`src/rtl/cascade_pair_pkg.sv`:
```
package cascade_pair_pkg;
  localparam int unsigned LINE_W = 3;
  localparam int unsigned BYTE_W = 8;
  localparam int unsigned N_CHAN = 2;
  localparam logic [LINE_W-1:0] SPUR_LINE = '1;

  typedef enum logic [1:0] {
    TGT_NONE,
    TGT_PRIM,
    TGT_SEC,
    TGT_TRIG
  } tgt_e;
endpackage

```
`src/rtl/pair_bus_decode.sv`:
```
module pair_bus_decode
  import cascade_pair_pkg::*;
#(
  parameter int unsigned ADDR_W = 16,
  parameter logic [ADDR_W-1:0] PRIM_ADDR = 16'h0020,
  parameter logic [ADDR_W-1:0] SEC_ADDR  = 16'h00A0,
  parameter logic [ADDR_W-1:0] TRIG_ADDR = 16'h04D0
) (
  input  logic [ADDR_W-1:0] addr_i,
  input  logic              byte_i,
  output tgt_e              tgt_o
);
  always_comb begin
    tgt_o = TGT_NONE;
    if (byte_i) begin
      if (addr_i[ADDR_W-1:1] == PRIM_ADDR[ADDR_W-1:1])      tgt_o = TGT_PRIM;
      else if (addr_i[ADDR_W-1:1] == SEC_ADDR[ADDR_W-1:1])  tgt_o = TGT_SEC;
      else if (addr_i[ADDR_W-1:1] == TRIG_ADDR[ADDR_W-1:1]) tgt_o = TGT_TRIG;
    end
  end
endmodule

```
`src/rtl/pair_trig_regs.sv`:
```
module pair_trig_regs
  import cascade_pair_pkg::*;
#(
  parameter logic [N_CHAN-1:0][BYTE_W-1:0] MASKS = {8'hDE, 8'hF8}
) (
  input  logic                          clk_i,
  input  logic                          rst_ni,
  input  logic                          wr_i,
  input  logic                          sel_i,
  input  logic [BYTE_W-1:0]             wdata_i,
  output logic [N_CHAN-1:0][BYTE_W-1:0] trig_o
);
  for (genvar g = 0; g < N_CHAN; g++) begin : g_chan
    always_ff @(posedge clk_i or negedge rst_ni) begin
      if (!rst_ni)                             trig_o[g] <= '0;
      else if (wr_i && (32'(sel_i) == 32'(g))) trig_o[g] <= wdata_i & MASKS[g];
    end
  end
endmodule

```
`src/rtl/pair_casc_pulse.sv`:
```
module pair_casc_pulse (
  input  logic clk_i,
  input  logic rst_ni,
  input  logic req_i,
  output logic casc_o
);
  // alternate high/low so each secondary request is seen as a fresh edge
  always_ff @(posedge clk_i or negedge rst_ni) begin
    if (!rst_ni) casc_o <= 1'b0;
    else         casc_o <= req_i & ~casc_o;
  end
endmodule

```
`src/rtl/pair_ack_ctrl.sv`:
```
module pair_ack_ctrl
  import cascade_pair_pkg::*;
#(
  parameter logic [LINE_W-1:0] CASC_LINE = 3'd2
) (
  input  logic              clk_i,
  input  logic              rst_ni,
  input  logic              inta_i,
  input  logic              prim_pend_i,
  input  logic [LINE_W-1:0] prim_line_i,
  input  logic [BYTE_W-1:0] prim_base_i,
  input  logic              sec_pend_i,
  input  logic [LINE_W-1:0] sec_line_i,
  input  logic [BYTE_W-1:0] sec_base_i,
  output logic              prim_ack_o,
  output logic [LINE_W-1:0] prim_ack_line_o,
  output logic              sec_ack_o,
  output logic [LINE_W-1:0] sec_ack_line_o,
  output logic              int_o,
  output logic              vec_valid_o,
  output logic [BYTE_W-1:0] vec_o
);
  localparam logic [BYTE_W-1:0] BASE_MASK = ~BYTE_W'((1 << LINE_W) - 1);

  logic              to_sec;
  logic [BYTE_W-1:0] base_sel;
  logic [LINE_W-1:0] line_sel;

  assign to_sec          = prim_pend_i && (prim_line_i == CASC_LINE);
  assign prim_ack_o      = inta_i && prim_pend_i;
  assign prim_ack_line_o = prim_line_i;
  assign sec_ack_o       = inta_i && to_sec && sec_pend_i;
  assign sec_ack_line_o  = sec_line_i;

  always_comb begin
    if (!prim_pend_i) begin
      base_sel = prim_base_i;
      line_sel = SPUR_LINE;
    end else if (to_sec) begin
      base_sel = sec_base_i;
      line_sel = sec_pend_i ? sec_line_i : SPUR_LINE;
    end else begin
      base_sel = prim_base_i;
      line_sel = prim_line_i;
    end
  end

  always_ff @(posedge clk_i or negedge rst_ni) begin
    if (!rst_ni) begin
      int_o       <= 1'b0;
      vec_valid_o <= 1'b0;
      vec_o       <= '0;
    end else begin
      // channel state changes at the acknowledge edge; re-evaluate next cycle
      int_o       <= prim_pend_i && !inta_i;
      vec_valid_o <= inta_i;
      if (inta_i) vec_o <= (base_sel & BASE_MASK) | BYTE_W'(line_sel);
    end
  end
endmodule

```
`src/rtl/cascade_pair_ctrl.sv`:
```
module cascade_pair_ctrl
  import cascade_pair_pkg::*;
#(
  parameter int unsigned       ADDR_W     = 16,
  parameter logic [ADDR_W-1:0] PRIM_ADDR  = 16'h0020,
  parameter logic [ADDR_W-1:0] SEC_ADDR   = 16'h00A0,
  parameter logic [ADDR_W-1:0] TRIG_ADDR  = 16'h04D0,
  parameter logic [7:0]        PRIM_TMASK = 8'hF8,
  parameter logic [7:0]        SEC_TMASK  = 8'hDE,
  parameter logic [2:0]        CASC_LINE  = 3'd2
) (
  input  logic              clk_i,
  input  logic              rst_ni,
  input  logic [ADDR_W-1:0] bus_addr_i,
  input  logic              bus_wr_i,
  input  logic              bus_rd_i,
  input  logic              bus_byte_i,
  input  logic [7:0]        bus_wdata_i,
  output logic [7:0]        bus_rdata_o,
  output logic              reg_sel_o,
  output logic [7:0]        reg_wdata_o,
  output logic              prim_wr_o,
  output logic              prim_rd_o,
  input  logic [7:0]        prim_rdata_i,
  output logic              sec_wr_o,
  output logic              sec_rd_o,
  input  logic [7:0]        sec_rdata_i,
  output logic [7:0]        trig_prim_o,
  output logic [7:0]        trig_sec_o,
  input  logic              prim_pend_i,
  input  logic [2:0]        prim_line_i,
  input  logic [7:0]        prim_base_i,
  input  logic              sec_pend_i,
  input  logic [2:0]        sec_line_i,
  input  logic [7:0]        sec_base_i,
  output logic              casc_o,
  output logic              int_o,
  input  logic              inta_i,
  output logic              prim_ack_o,
  output logic [2:0]        prim_ack_line_o,
  output logic              sec_ack_o,
  output logic [2:0]        sec_ack_line_o,
  output logic              vec_valid_o,
  output logic [7:0]        vec_o
);
  tgt_e                          tgt;
  logic [N_CHAN-1:0][BYTE_W-1:0] trig;

  pair_bus_decode #(
    .ADDR_W(ADDR_W), .PRIM_ADDR(PRIM_ADDR), .SEC_ADDR(SEC_ADDR), .TRIG_ADDR(TRIG_ADDR)
  ) u_dec (
    .addr_i(bus_addr_i), .byte_i(bus_byte_i), .tgt_o(tgt)
  );

  assign reg_sel_o   = bus_addr_i[0];
  assign reg_wdata_o = bus_wdata_i;
  assign prim_wr_o   = bus_wr_i && (tgt == TGT_PRIM);
  assign prim_rd_o   = bus_rd_i && (tgt == TGT_PRIM);
  assign sec_wr_o    = bus_wr_i && (tgt == TGT_SEC);
  assign sec_rd_o    = bus_rd_i && (tgt == TGT_SEC);

  pair_trig_regs #(.MASKS({SEC_TMASK, PRIM_TMASK})) u_trig (
    .clk_i(clk_i), .rst_ni(rst_ni),
    .wr_i(bus_wr_i && (tgt == TGT_TRIG)), .sel_i(bus_addr_i[0]),
    .wdata_i(bus_wdata_i), .trig_o(trig)
  );
  assign trig_prim_o = trig[0];
  assign trig_sec_o  = trig[1];

  always_comb begin
    bus_rdata_o = '0;
    if (bus_rd_i) begin
      unique case (tgt)
        TGT_PRIM: bus_rdata_o = prim_rdata_i;
        TGT_SEC:  bus_rdata_o = sec_rdata_i;
        TGT_TRIG: bus_rdata_o = trig[bus_addr_i[0]];
        default:  bus_rdata_o = '0;
      endcase
    end
  end

  pair_casc_pulse u_casc (
    .clk_i(clk_i), .rst_ni(rst_ni), .req_i(sec_pend_i), .casc_o(casc_o)
  );

  pair_ack_ctrl #(.CASC_LINE(CASC_LINE)) u_ack (
    .clk_i(clk_i), .rst_ni(rst_ni), .inta_i(inta_i),
    .prim_pend_i(prim_pend_i), .prim_line_i(prim_line_i), .prim_base_i(prim_base_i),
    .sec_pend_i(sec_pend_i), .sec_line_i(sec_line_i), .sec_base_i(sec_base_i),
    .prim_ack_o(prim_ack_o), .prim_ack_line_o(prim_ack_line_o),
    .sec_ack_o(sec_ack_o), .sec_ack_line_o(sec_ack_line_o),
    .int_o(int_o), .vec_valid_o(vec_valid_o), .vec_o(vec_o)
  );
endmodule

```
`config.mk`:
```
export PLATFORM = sky130hd
export DESIGN_NAME = cascade_pair_ctrl
export DESIGN_NICKNAME = d
export VERILOG_FILES = /design/src/rtl/cascade_pair_pkg.sv /design/src/rtl/pair_bus_decode.sv /design/src/rtl/pair_trig_regs.sv /design/src/rtl/pair_casc_pulse.sv /design/src/rtl/pair_ack_ctrl.sv /design/src/rtl/cascade_pair_ctrl.sv
export SDC_FILE = /design/constraint.sdc
export NUM_CORES = 1
export LEC_CHECK = 0
export ABC_AREA = 1
export ABC_CLOCK_PERIOD_IN_PS = 1900
export BUFFER_PORTS_ARGS = -buffer_cell sky130_fd_sc_hd__buf_2
export CORE_MARGIN = 5
export CORE_UTILIZATION = 43
export CTS_CLUSTER_DIAMETER = 30
export DETAILED_ROUTE_END_ITERATION = 12
export GPL_ROUTABILITY_DRIVEN = 0
export PLACE_DENSITY = 0.82
export SYNTH_ARGS = -nofsm -noshare
export SYNTH_HDL_FRONTEND = slang
export SYNTH_SLANG_ARGS = --single-unit
```
`constraint.sdc`:
```
create_clock -name clk_i -period 1.9 [get_ports clk_i]
set_clock_uncertainty 0.1 [all_clocks]
set_input_delay 0.19 -clock clk_i [delete_from_list [all_inputs] [get_ports clk_i]]
set_output_delay 0.19 -clock clk_i [all_outputs]
set_load 0.02 [all_outputs]
```
==> flow_metrics.py, run 1 <==
metrics = {
    "drt": {
        "drt_wl_total_mm": 4.775,
        "final_antenna_net_count": 0,
        "first_iter_violations": 77,
        "vias": 1898,
        "routedWlPerCell_um": 12.21,
        "drtPass1Iterations": 5,
        "vias_per_cell": 4.854,
        "drcViolationCount": 0,
    },
    "power": {
        "power_mw": 1.080,
        "powerDensity_nw_per_um2": 482.6,
        "p_leak_nw": 1.389,
        "ir_drop_v": 0.0003926,
    },
    "global_route": {
        "grt_pass1_wl_mm": 7.479,
        "grt-ovfl-total": 0,
        "grt_usage": 0.1761,
        "antenna_found_initial": 0,
        "grt_max_degree": 23,
        "grt_pass1_vias": 1719,
    },
    "sta": {
        "hold_violations": 0,
        "fin_crit_ns": 1.705,
        "tns_ns": 0,
        "post-route-period-util": 0.8975,
        "rsz0062_at_grt": "false",
        "slew_viol_final": 0,
        "fmax_ghz": 0.5864,
        "setup_viol": 0,
        "holdWs_ns": 0.05540,
    },
    "clocking": {
        "cts_root_buf": "clkbuf_8",
        "clock_sinks": 22,
        "cts-buffers-inserted": 3,
        "clk_path_buf_depth": 2,
        "post_cts_buffers": 0,
        "postCtsResizedCells": 0,
        "clkLatencyLatePin_ns": 0.26,
        "cts_tree": "yes",
        "htree_levels": 1,
        "clk_pin_slew_ns": 0.08,
    },
    "setup_path": {
        "cp_cell_sequence": "buf_2 > nor2_1 > nand2_1 > nor2_4 > nand3_1 > nand2_1 > nand2_1 > nand2_2 > nand2_1 > inv_1 > buf_2",
        "critPathArrivalTime_ns": 1.42,
        "path_class": "in2out",
        "critPathTopFamily": "simple AND/OR/NAND/NOR gates",
        "cp_common_cell": "nand2_1",
        "end_kind": "primary output",
        "critical_path.max_fanout": 8,
        "crit_slowest_cell": "nor2_4",
        "crit_cells": 11,
        "required_ns": 1.61,
        "critical_path.startpoint_type": "input pin",
        "worst-path-buf-inv": 3,
        "ff2ff_path_depth": 2,
        "critPathMaxStageDelay_ns": 0.21,
    },
    "floorplan": {
        "io_pins": 126,
        "die_x_um": 72.33,
        "start_util": 0.4495,
        "fp.coreArea_sq_um": 3716,
        "dieArea_sq_um": 5231,
        "rows": 22,
        "fp.dieH_um": 72.33,
    },
    "status": {
        "status": "completed",
    },
    "placement": {
        "place_hpwl_mm": 3.956,
        "portBuffers": 112,
    },
    "min_path": {
        "worst_hold_path_type": "in2reg",
        "holdPathStages": 3,
    },
    "cells_and_area": {
        "nNetsFinal": 414,
        "final_cell_mix": "buf_2, nand2_1, inv_1",
        "final_common_cell": "buf_2",
        "n_antenna_cell": 0,
        "area_growth_pct": 34.01,
        "fin_util": 0.6024,
        "drive_gt1_frac": 0.4198,
    },
    "flow_run": {
        "cap_viol_max_count": 0,
    },
    "logic_synthesis": {
        "syn_avg_cell_area_sq_um": 6.931,
        "syn_inst": 241,
        "synth.cell_area_sq_um": 1670,
        "ys_warn_count": 0,
        "yosysSeqAreaShare": 0.3296,
        "yosysUniqueCellTypes": 26,
        "ys_ff_latch": 22,
    },
}
## what timing repair did
item / 4_1_cts / 5_1_grt
hold buffers: 1 / 0
setup endpoints to repair: 0 / 1
hold endpoints to repair: 22 / 0
## path summary, 6_finish.rpt
check / from / to / slack [ns]
max in group asynchronous: rst_ni / u_trig.trig_o[14]$_DFFE_PN0P_ / 1.05
min in group asynchronous: rst_ni / u_ack.vec_o[7]$_DFFE_PN0P_ / 0.32
setup reg to reg: u_ack.vec_o[1]$_DFFE_PN0P_ / u_ack.vec_o[1]$_DFFE_PN0P_ / 1.14
hold / removal: bus_wdata_i[2] / u_trig.trig_o[10]$_DFFE_PN0P_ / 0.06
setup / recovery: bus_addr_i[12] / bus_rdata_o[1] / 0.19
hold reg to reg: u_casc.casc_o$_DFF_PN0_ / u_casc.casc_o$_DFF_PN0_ / 0.33
## final cells by class
type                            instances  area [sq um]
Multi-Input combinational cell        166         837.1
Sequential cell                        22         550.5
Timing Repair Buffer                  119         615.6
Tap cell                               48         60.06
Inverter                               32         120.1
Fill cell                             385          1478
Clock buffer                            4         55.05
## where the power goes
part / switching (mW) / internal (mW) / total, mW
Combinational: 0.162 / 0.0925 / 0.254
Clock: 0.145 / 0.184 / 0.329
Sequential: 0.00995 / 0.487 / 0.497
## metrics by stage
stage,std cells,instance area [sq um],worst slack [ns]
floorplan,245,1685,0.4008
finish,391,2238,0.1948
global placement,386,2173,0.2112
CTS,391,2238,0.1703
global route,391,2238,0.007236
detailed placement,386,2173,0.1751
## synth_stat cells (all sizes together)
library cell / count / area share
dfrtp: 22 / 0.33
a21oi: 12 / 0.036
o21ai: 4 / 0.012
nand2: 75 / 0.18
buf: 24 / 0.10
nor2: 29 / 0.096
conb: 1 / 0.0022
nand4: 22 / 0.082
clkbuf: 1 / 0.0022
inv: 32 / 0.072
nand3: 13 / 0.052
a31oi: 1 / 0.0037
nor3: 4 / 0.025
o211ai: 1 / 0.0045
## registers in the layout, summed over array words and instances (netlist names)
name               flops
u_ack.int_o            1
u_ack.vec_o            8
u_ack.vec_valid_o      1
u_casc.casc_o          1
u_trig.trig_o         11
## cells by family (layout without fill, tap and decap cells)
logic type,after synthesis,in the layout,share of synthesized area
other,1,5,0.002245
buffers and inverters,57,155,0.1783
flip-flops,22,22,0.3296
AO/OA/AOI/OAI,18,18,0.05619
AND/OR/NAND/NOR,143,143,0.4337
## layer usage
metal	wire (um)	global-route usage
met4	37	0.04802
met1	1843	0.2224
met5	0	0
met2	2311	0.3084
met3	582	0.02909
## worst register-to-register path, delay by kind of cell, from the launching register on
family / cells / cell delay (ns)
AO/OA/AOI/OAI: 1 / 0.12
flip-flops: 1 / 0.39
buffers and inverters: 1 / 0.05
(Power assumes the default switching activity.)
==> run 2: changes to the inputs <==
Settings changed: ABC_AREA 1 to default, CORE_UTILIZATION 43 to 41, PLACE_DENSITY 0.82 to 0.83.
==> run 2 against run 1 <==
Net effect: global-route usage grew 0.30 points; register-to-register slack got worse by 0.16 ns; combinational power is 7.9% higher; via count shrank 19%; utilization increased by 4.6 points; total power up 4.5%; design area down 1.8%; sequential power about the same; die area is 7.8% lower; cell count decreased by 22%; largest cell class unchanged; highest routed layer unchanged.
==> flow_metrics.py, run 2 <==
metrics = {
    "status": {
        "status": "completed",
    },
    "global_route": {
        "antenna_found_initial": 0,
        "grt_pass1_wl_mm": 7.141,
        "grt-ovfl-total": 0,
        "grt_max_degree": 23,
        "grt_usage": 0.1791,
        "grt_pass1_vias": 1574,
    },
    "sta": {
        "slew_viol_final": 0,
        "post-route-period-util": 0.9969,
        "rsz0062_at_grt": "true",
        "setup_viol": 0,
        "holdWs_ns": 0.03404,
        "hold_violations": 0,
        "fin_crit_ns": 1.894,
        "fmax_ghz": 0.5279,
        "tns_ns": 0,
    },
    "cells_and_area": {
        "largest_register_ffs": 11,
        "drive_gt1_frac": 0.5388,
        "final_common_cell": "buf_2",
        "fin_util": 0.6486,
        "final_cell_mix": "buf_2, dfrtp_1, nor2_1, buf_4, a21oi_1",
        "nNetsFinal": 329,
        "regMostFlops": "u_trig.trig_o",
        "fin_cells": 304,
        "top_regs": "u_trig.trig_o (11), u_ack.vec_o (8)",
        "area_growth_pct": 51.73,
        "n_fill_cell": 267,
        "n_antenna_cell": 0,
    },
    "power": {
        "p_seq_frac": 0.440,
        "ir_drop_v": 0.0003322,
        "p_clk_frac": 0.317,
        "switchingPower_mw": 0.3105,
        "combPwrFrac": 0.242,
        "powerDensity_nw_per_um2": 513.6,
        "p_leak_nw": 1.176,
        "p_sw_frac": 0.2750,
        "p_int_mw": 0.8185,
    },
    "floorplan": {
        "fp.dieH_um": 69.45,
        "die_x_um": 69.45,
        "dieArea_sq_um": 4823,
        "rows": 21,
        "fp.coreArea_sq_um": 3390,
        "start_util": 0.4275,
        "io_pins": 126,
    },
    "logic_synthesis": {
        "synth-main-ff-cell": "dfrtp_1",
        "yosysSeqAreaShare": 0.3800,
        "synth_common_cells": "dfrtp_1, buf_4, nor2_1, a21oi_1",
        "synth_async_sr_flop_share": 1.000,
        "netlist.area_leader.share": 0.3800,
        "synth.cell_area_sq_um": 1449,
        "synth_edf_count": 0,
        "syn_inst": 144,
        "ys_warn_count": 0,
        "syn_avg_cell_area_sq_um": 10.06,
        "yosysTopAreaCell": "dfrtp_1",
        "synth_most_common_cell": "dfrtp_1",
        "synth.area.top_cells": "dfrtp_1, buf_4, mux2_1",
        "ys_ff_latch": 22,
        "yosysUniqueCellTypes": 37,
    },
    "drt": {
        "vias": 1532,
        "final_antenna_net_count": 0,
        "drtPass1Iterations": 4,
        "drt_wl_total_mm": 4.571,
        "vias_per_cell": 5.039,
        "routedWlPerCell_um": 15.04,
        "drcViolationCount": 0,
        "first_iter_violations": 45,
    },
    "clocking": {
        "cts_tree": "yes",
        "clock_sinks": 22,
        "clk_pin_slew_ns": 0.13,
        "clk_path_buf_depth": 2,
        "clkLatencyLatePin_ns": 0.30,
        "cts-buffers-inserted": 3,
        "htree_levels": 1,
        "cts_root_buf": "clkbuf_4",
    },
    "setup_path": {
        "startpoint": "bus_addr_i[6]",
        "cp_common_cell": "buf_6",
        "critPathTopFamily": "simple AND/OR/NAND/NOR gates",
        "worst-path-buf-inv": 2,
        "critPathArrivalTime_ns": 1.60,
        "critical_path.startpoint_type": "input pin",
        "critical_path.max_fanout": 4,
        "path_class": "in2out",
        "required_ns": 1.61,
        "r2r_start": "u_trig.trig_o[12]$_DFFE_PN0P_",
        "critPathMaxStageDelay_ns": 0.56,
        "cp_cell_sequence": "buf_6 > or4b_4 > nor4b_4 > o2bb2ai_1 > and3_1 > buf_6",
        "crit_slowest_cell": "or4b_4",
        "end_kind": "primary output",
    },
    "placement": {
        "place_hpwl_mm": 3.403,
        "place_inst": 291,
        "portBuffers": 112,
    },
    "flow_run": {
        "cap_viol_max_count": 0,
    },
    "min_path": {
        "worst_hold_path_type": "in2reg",
        "worst_hold_startpoint": "inta_i",
    },
}
==> run 2: changes by cell type after synthesis, moves of 5 or more <==
cell	before	now
and3_1	0	5
nand4_1	22	3
nand2_1	71	1
nand3_1	10	1
inv_2	6	0
inv_1	26	3
mux2_1	0	11
mux2i_1	0	11
==> run 2: power groups by stage <==
stage	logic (mW)	clock network [mW]	registers (mW)
CTS	0.262	0.372	0.497
floorplan	0.119	0	0.530
global placement	0.242	0	0.505
global route	0.297	0.397	0.501
detailed placement	0.248	0	0.505
finish	0.274	0.358	0.497
==> run 2: path summary, 6_finish.rpt <==
check                                                     end  slack (ns)  cells after the start
min in group asynchronous          u_ack.vec_o[5]$_DFFE_PN0P_        0.25                      2
worst min-delay path              u_ack.vec_valid_o$_DFF_PN0_        0.03                      1
worst min register to register        u_casc.casc_o$_DFF_PN0_        0.33                      1
worst max register to register  u_trig.trig_o[12]$_DFFE_PN0P_        0.98                      1
max in group asynchronous          u_ack.vec_o[2]$_DFFE_PN0P_        1.11                      2
worst max-delay path                           bus_rdata_o[6]       0.006                      6
==> run 2: what timing repair did <==
| action | 4_1_cts | 5_1_grt |
|---|---|---|
| setup buffers | 2 | 1 |
| pin swaps | 4 | 5 |
| hold buffers | 6 | 0 |
| endpoints found under the hold margin | 29 | 0 |
| endpoints found under the setup margin | 1 | 7 |
| resized for setup | 4 | 13 |
==> run 2: area by class of cell <==
type | instances | area [sq um] | share of cell area
clock inverter | 1 | 30.03 | 0.01366
sequential | 22 | 550.5 | 0.2504
inverter | 3 | 11.26 | 0.005122
tap | 46 | 57.56 | 0.02618
clock buffer | 3 | 22.52 | 0.01024
timing repair buffer | 130 | 759.5 | 0.3455
multi-input combinational | 99 | 767.0 | 0.3489
==> run 2: through the flow <==
step / power [mW] / worst slack (ns) / area, sq um
2_1_floorplan: 0.6486 / 0.1780 / 1464
3_3_place_gp: 0.7479 / 0.002004 / 1979
3_5_place_dp: 0.7530 / -0.008238 / 1979
4_1_cts: 1.131 / -0.004954 / 2126
5_1_grt: 1.195 / -0.03987 / 2198
6_report: 1.129 / 0.005835 / 2198
==> run 2: kinds of logic (layout without fill, tap and decap cells) <==
group	after synthesis	in the layout	share of synthesized area
AO/OA/AOI/OAI	24	24	0.1105
AND/OR/NAND/NOR	47	47	0.2124
flip-flops	22	22	0.3800
other	1	5	0.002588
multiplexers	23	23	0.1693
buffers and inverters	27	137	0.1252
==> run 2: routing by layer <==
layer,up-vias,track usage,routed length (um)
li1,728,-,-
met1,702,0.1912,1675
met2,96,0.3231,2279
met3,6,0.05942,545
met4,0,0.06941,70
met5,-,0,0
==> run 3: changes to the inputs <==
Settings changed: CORE_UTILIZATION 41 to 42, PLACE_DENSITY 0.83 to 0.82, SYNTH_HIERARCHICAL from default to 1.
==> run 3 against run 2 <==
Net effect: worst hold slack improved by 0.039 ns; clock power fell by 9.5%; register-to-register slack improved by 0.04 ns; global-route usage fell by 1.5 points.
==> flow_metrics.py, run 3 <==
metrics = {
    "setup_path": {
        "path_class": "in2out",
        "critPathArrivalTime_ns": 1.57,
        "required_ns": 1.61,
        "end_kind": "primary output",
        "critical_path.startpoint_type": "input pin",
        "critical_path.max_fanout": 8,
    },
    "floorplan": {
        "io_pins": 126,
        "die_x_um": 71.03,
        "fp.dieH_um": 71.03,
        "fp.coreArea_sq_um": 3633,
        "start_util": 0.4304,
        "dieArea_sq_um": 5045,
        "rows": 22,
    },
    "logic_synthesis": {
        "synth_edf_count": 0,
        "yosysTopAreaCell": "dfrtp_1",
        "synth_common_cells": "dfrtp_1, buf_4, nor2_1, mux2i_1, nand2_1",
        "syn_inst": 148,
        "yosysUniqueCellTypes": 29,
        "synth.area.top_cells": "dfrtp_1, buf_4, mux2i_1",
        "synth-main-ff-cell": "dfrtp_1",
        "netlist.area_leader.share": 0.3520,
        "ys_ff_latch": 22,
        "synth_async_sr_flop_share": 1.000,
        "syn_avg_cell_area_sq_um": 10.57,
        "ys_warn_count": 6,
        "yosysSeqAreaShare": 0.3520,
        "synth.cell_area_sq_um": 1564,
        "synth_most_common_cell": "dfrtp_1",
    },
    "global_route": {
        "grtUsageMet1": 0.1904,
        "gr-usage-met3": 0.03977,
        "grt_usage": 0.1645,
        "met2_usage": 0.3028,
        "grt-ovfl-total": 0,
        "grt_pass1_wl_mm": 6.741,
        "grt_pass1_vias": 1424,
        "antenna_found_initial": 0,
        "grt_max_degree": 23,
        "grt.busiest_layer": "met2",
    },
    "power": {
        "ir_drop_v": 0.0005241,
        "p_leak_nw": 1.160,
        "powerDensity_nw_per_um2": 485.7,
    },
    "cells_and_area": {
        "top_regs": "u_trig/trig_o (11), u_ack/vec_o (8)",
        "drive_gt1_frac": 0.6225,
        "fin_cells": 297,
        "n_fill_cell": 349,
        "nNetsFinal": 320,
        "n_antenna_cell": 0,
        "largest_register_ffs": 11,
        "final_cell_mix": "buf_2, dfrtp_1, mux2i_1, nor2_1, nand2_1",
        "final_common_cell": "buf_2",
        "area_growth_pct": 41.28,
        "regMostFlops": "u_trig/trig_o",
    },
    "sta": {
        "hold_violations": 0,
        "post-route-period-util": 0.9765,
        "slew_viol_final": 0,
        "tns_ns": 0,
        "fmax_ghz": 0.5390,
        "fin_crit_ns": 1.855,
        "setup_viol": 0,
        "rsz0062_at_grt": "true",
    },
    "drt": {
        "routedWlPerCell_um": 14.57,
        "vias": 1425,
        "drtPass1Iterations": 4,
        "final_antenna_net_count": 0,
        "drcViolationCount": 0,
        "drt_wl_total_mm": 4.327,
        "vias_per_cell": 4.798,
        "first_iter_violations": 70,
    },
    "clocking": {
        "htree_levels": 1,
        "clk_path_buf_depth": 2,
        "cts-buffers-inserted": 3,
        "clock_sinks": 22,
        "clkLatencyLatePin_ns": 0.26,
        "clk_pin_slew_ns": 0.08,
        "cts_root_buf": "clkbuf_8",
        "cts_tree": "yes",
    },
    "status": {
        "status": "completed",
    },
    "placement": {
        "place_inst": 290,
        "portBuffers": 112,
        "place_hpwl_mm": 3.494,
    },
    "flow_run": {
        "cap_viol_max_count": 0,
    },
    "min_path": {
        "worst_hold_path_type": "in2reg",
    },
}
-- run 3: changes by cell type after synthesis, moves of 3 or more --
| cell | before | now |
|---|---|---|
| mux2_1 | 11 | 0 |
| nand2_1 | 1 | 11 |
| o221ai_2 | 0 | 8 |
| nand4b_1 | 1 | 8 |
| mux2_4 | 0 | 6 |
| a21oi_1 | 12 | 8 |
| mux2_2 | 1 | 5 |
| o2bb2ai_1 | 4 | 0 |
| and3_1 | 5 | 2 |
| buf_2 | 1 | 4 |
| mux2i_1 | 11 | 14 |
| nor2_1 | 18 | 15 |
| nor3_1 | 3 | 0 |
-- run 3: path summary, 6_finish.rpt --
kind                            cells after the start                       endpoint                           from  slack (ns)
worst max-delay path                                8                 bus_rdata_o[6]                  bus_addr_i[2]        0.04
worst min-delay path                                2   u_trig/trig_o[5]$_DFFE_PN0P_                 bus_wdata_i[5]        0.07
worst max register to register                      1  u_trig/trig_o[15]$_DFFE_PN0P_  u_trig/trig_o[15]$_DFFE_PN0P_        1.02
worst min register to register                      1        u_casc/casc_o$_DFF_PN0_        u_casc/casc_o$_DFF_PN0_        0.37
max in group asynchronous                           2     u_ack/vec_o[0]$_DFFE_PN0P_                         rst_ni        1.07
min in group asynchronous                           2          u_ack/int_o$_DFF_PN0_                         rst_ni        0.32
-- run 3: cells by family after synthesis --
kind of cell	count (synthesis)	share of synthesized area
compound gates	20	0.1176
mux	25	0.1832
simple gates	50	0.2096
buf+inv	30	0.1352
other cells	1	0.002398
flops	22	0.3520
-- run 3: what timing repair did --
action,in CTS,in global routing
hold buffers,1,0
resized for setup,2,12
pin swaps,0,7
hold endpoints to repair,22,0
setup buffers,0,2
setup endpoints to repair,7,8
-- run 3: per-stage QoR --
step	instance area [sq um]	hold slack [ns]	power, mW	worst slack, ns	util
final	2210	0.07332	1.073	0.04472	0.6081
after CTS	2138	0.06928	1.076	0.007454	0.5885
after floorplan	1594	-0.2056	0.6513	0.0002752	-
after global routing	2210	0.07044	1.134	-0.07072	0.6081
after detailed placement	2063	0.07059	0.7495	-0.1041	0.5678
after global placement	2063	0.07250	0.7444	-0.07989	0.5678
-- run 3: per-layer routing --
layer | vias up | share of wire
met4 | 0 | 0.012
met1 | 670 | 0.38
met5 | - | 0
li1 | 708 | -
met3 | 4 | 0.055
met2 | 43 | 0.55
-- run 3: report_power, final --
| part | switching (mW) | internal (mW) |
|---|---|---|
| Combinational | 0.147 | 0.105 |
| Sequential | 0.00968 | 0.487 |
| Clock | 0.140 | 0.184 |
-- run 3: worst max-delay path, stage by stage --
cell and delay, ns:
buf_2 0.11, nor4_4 0.23, nand4_1 0.18, nor2_2 0.20
buf_6 0.13, nand3_4 0.13, o221ai_2 0.22, buf_4 0.17
-- run 3: area by class of cell --
class                      instances  area [sq um]  share of cell area
clock buffer                       4         55.05             0.02492
tap                               48         60.06             0.02718
multi-input combinational        100         850.8              0.3851
inverter                           2         7.507            0.003398
timing repair buffer             121         685.7              0.3103
sequential                        22         550.5              0.2492
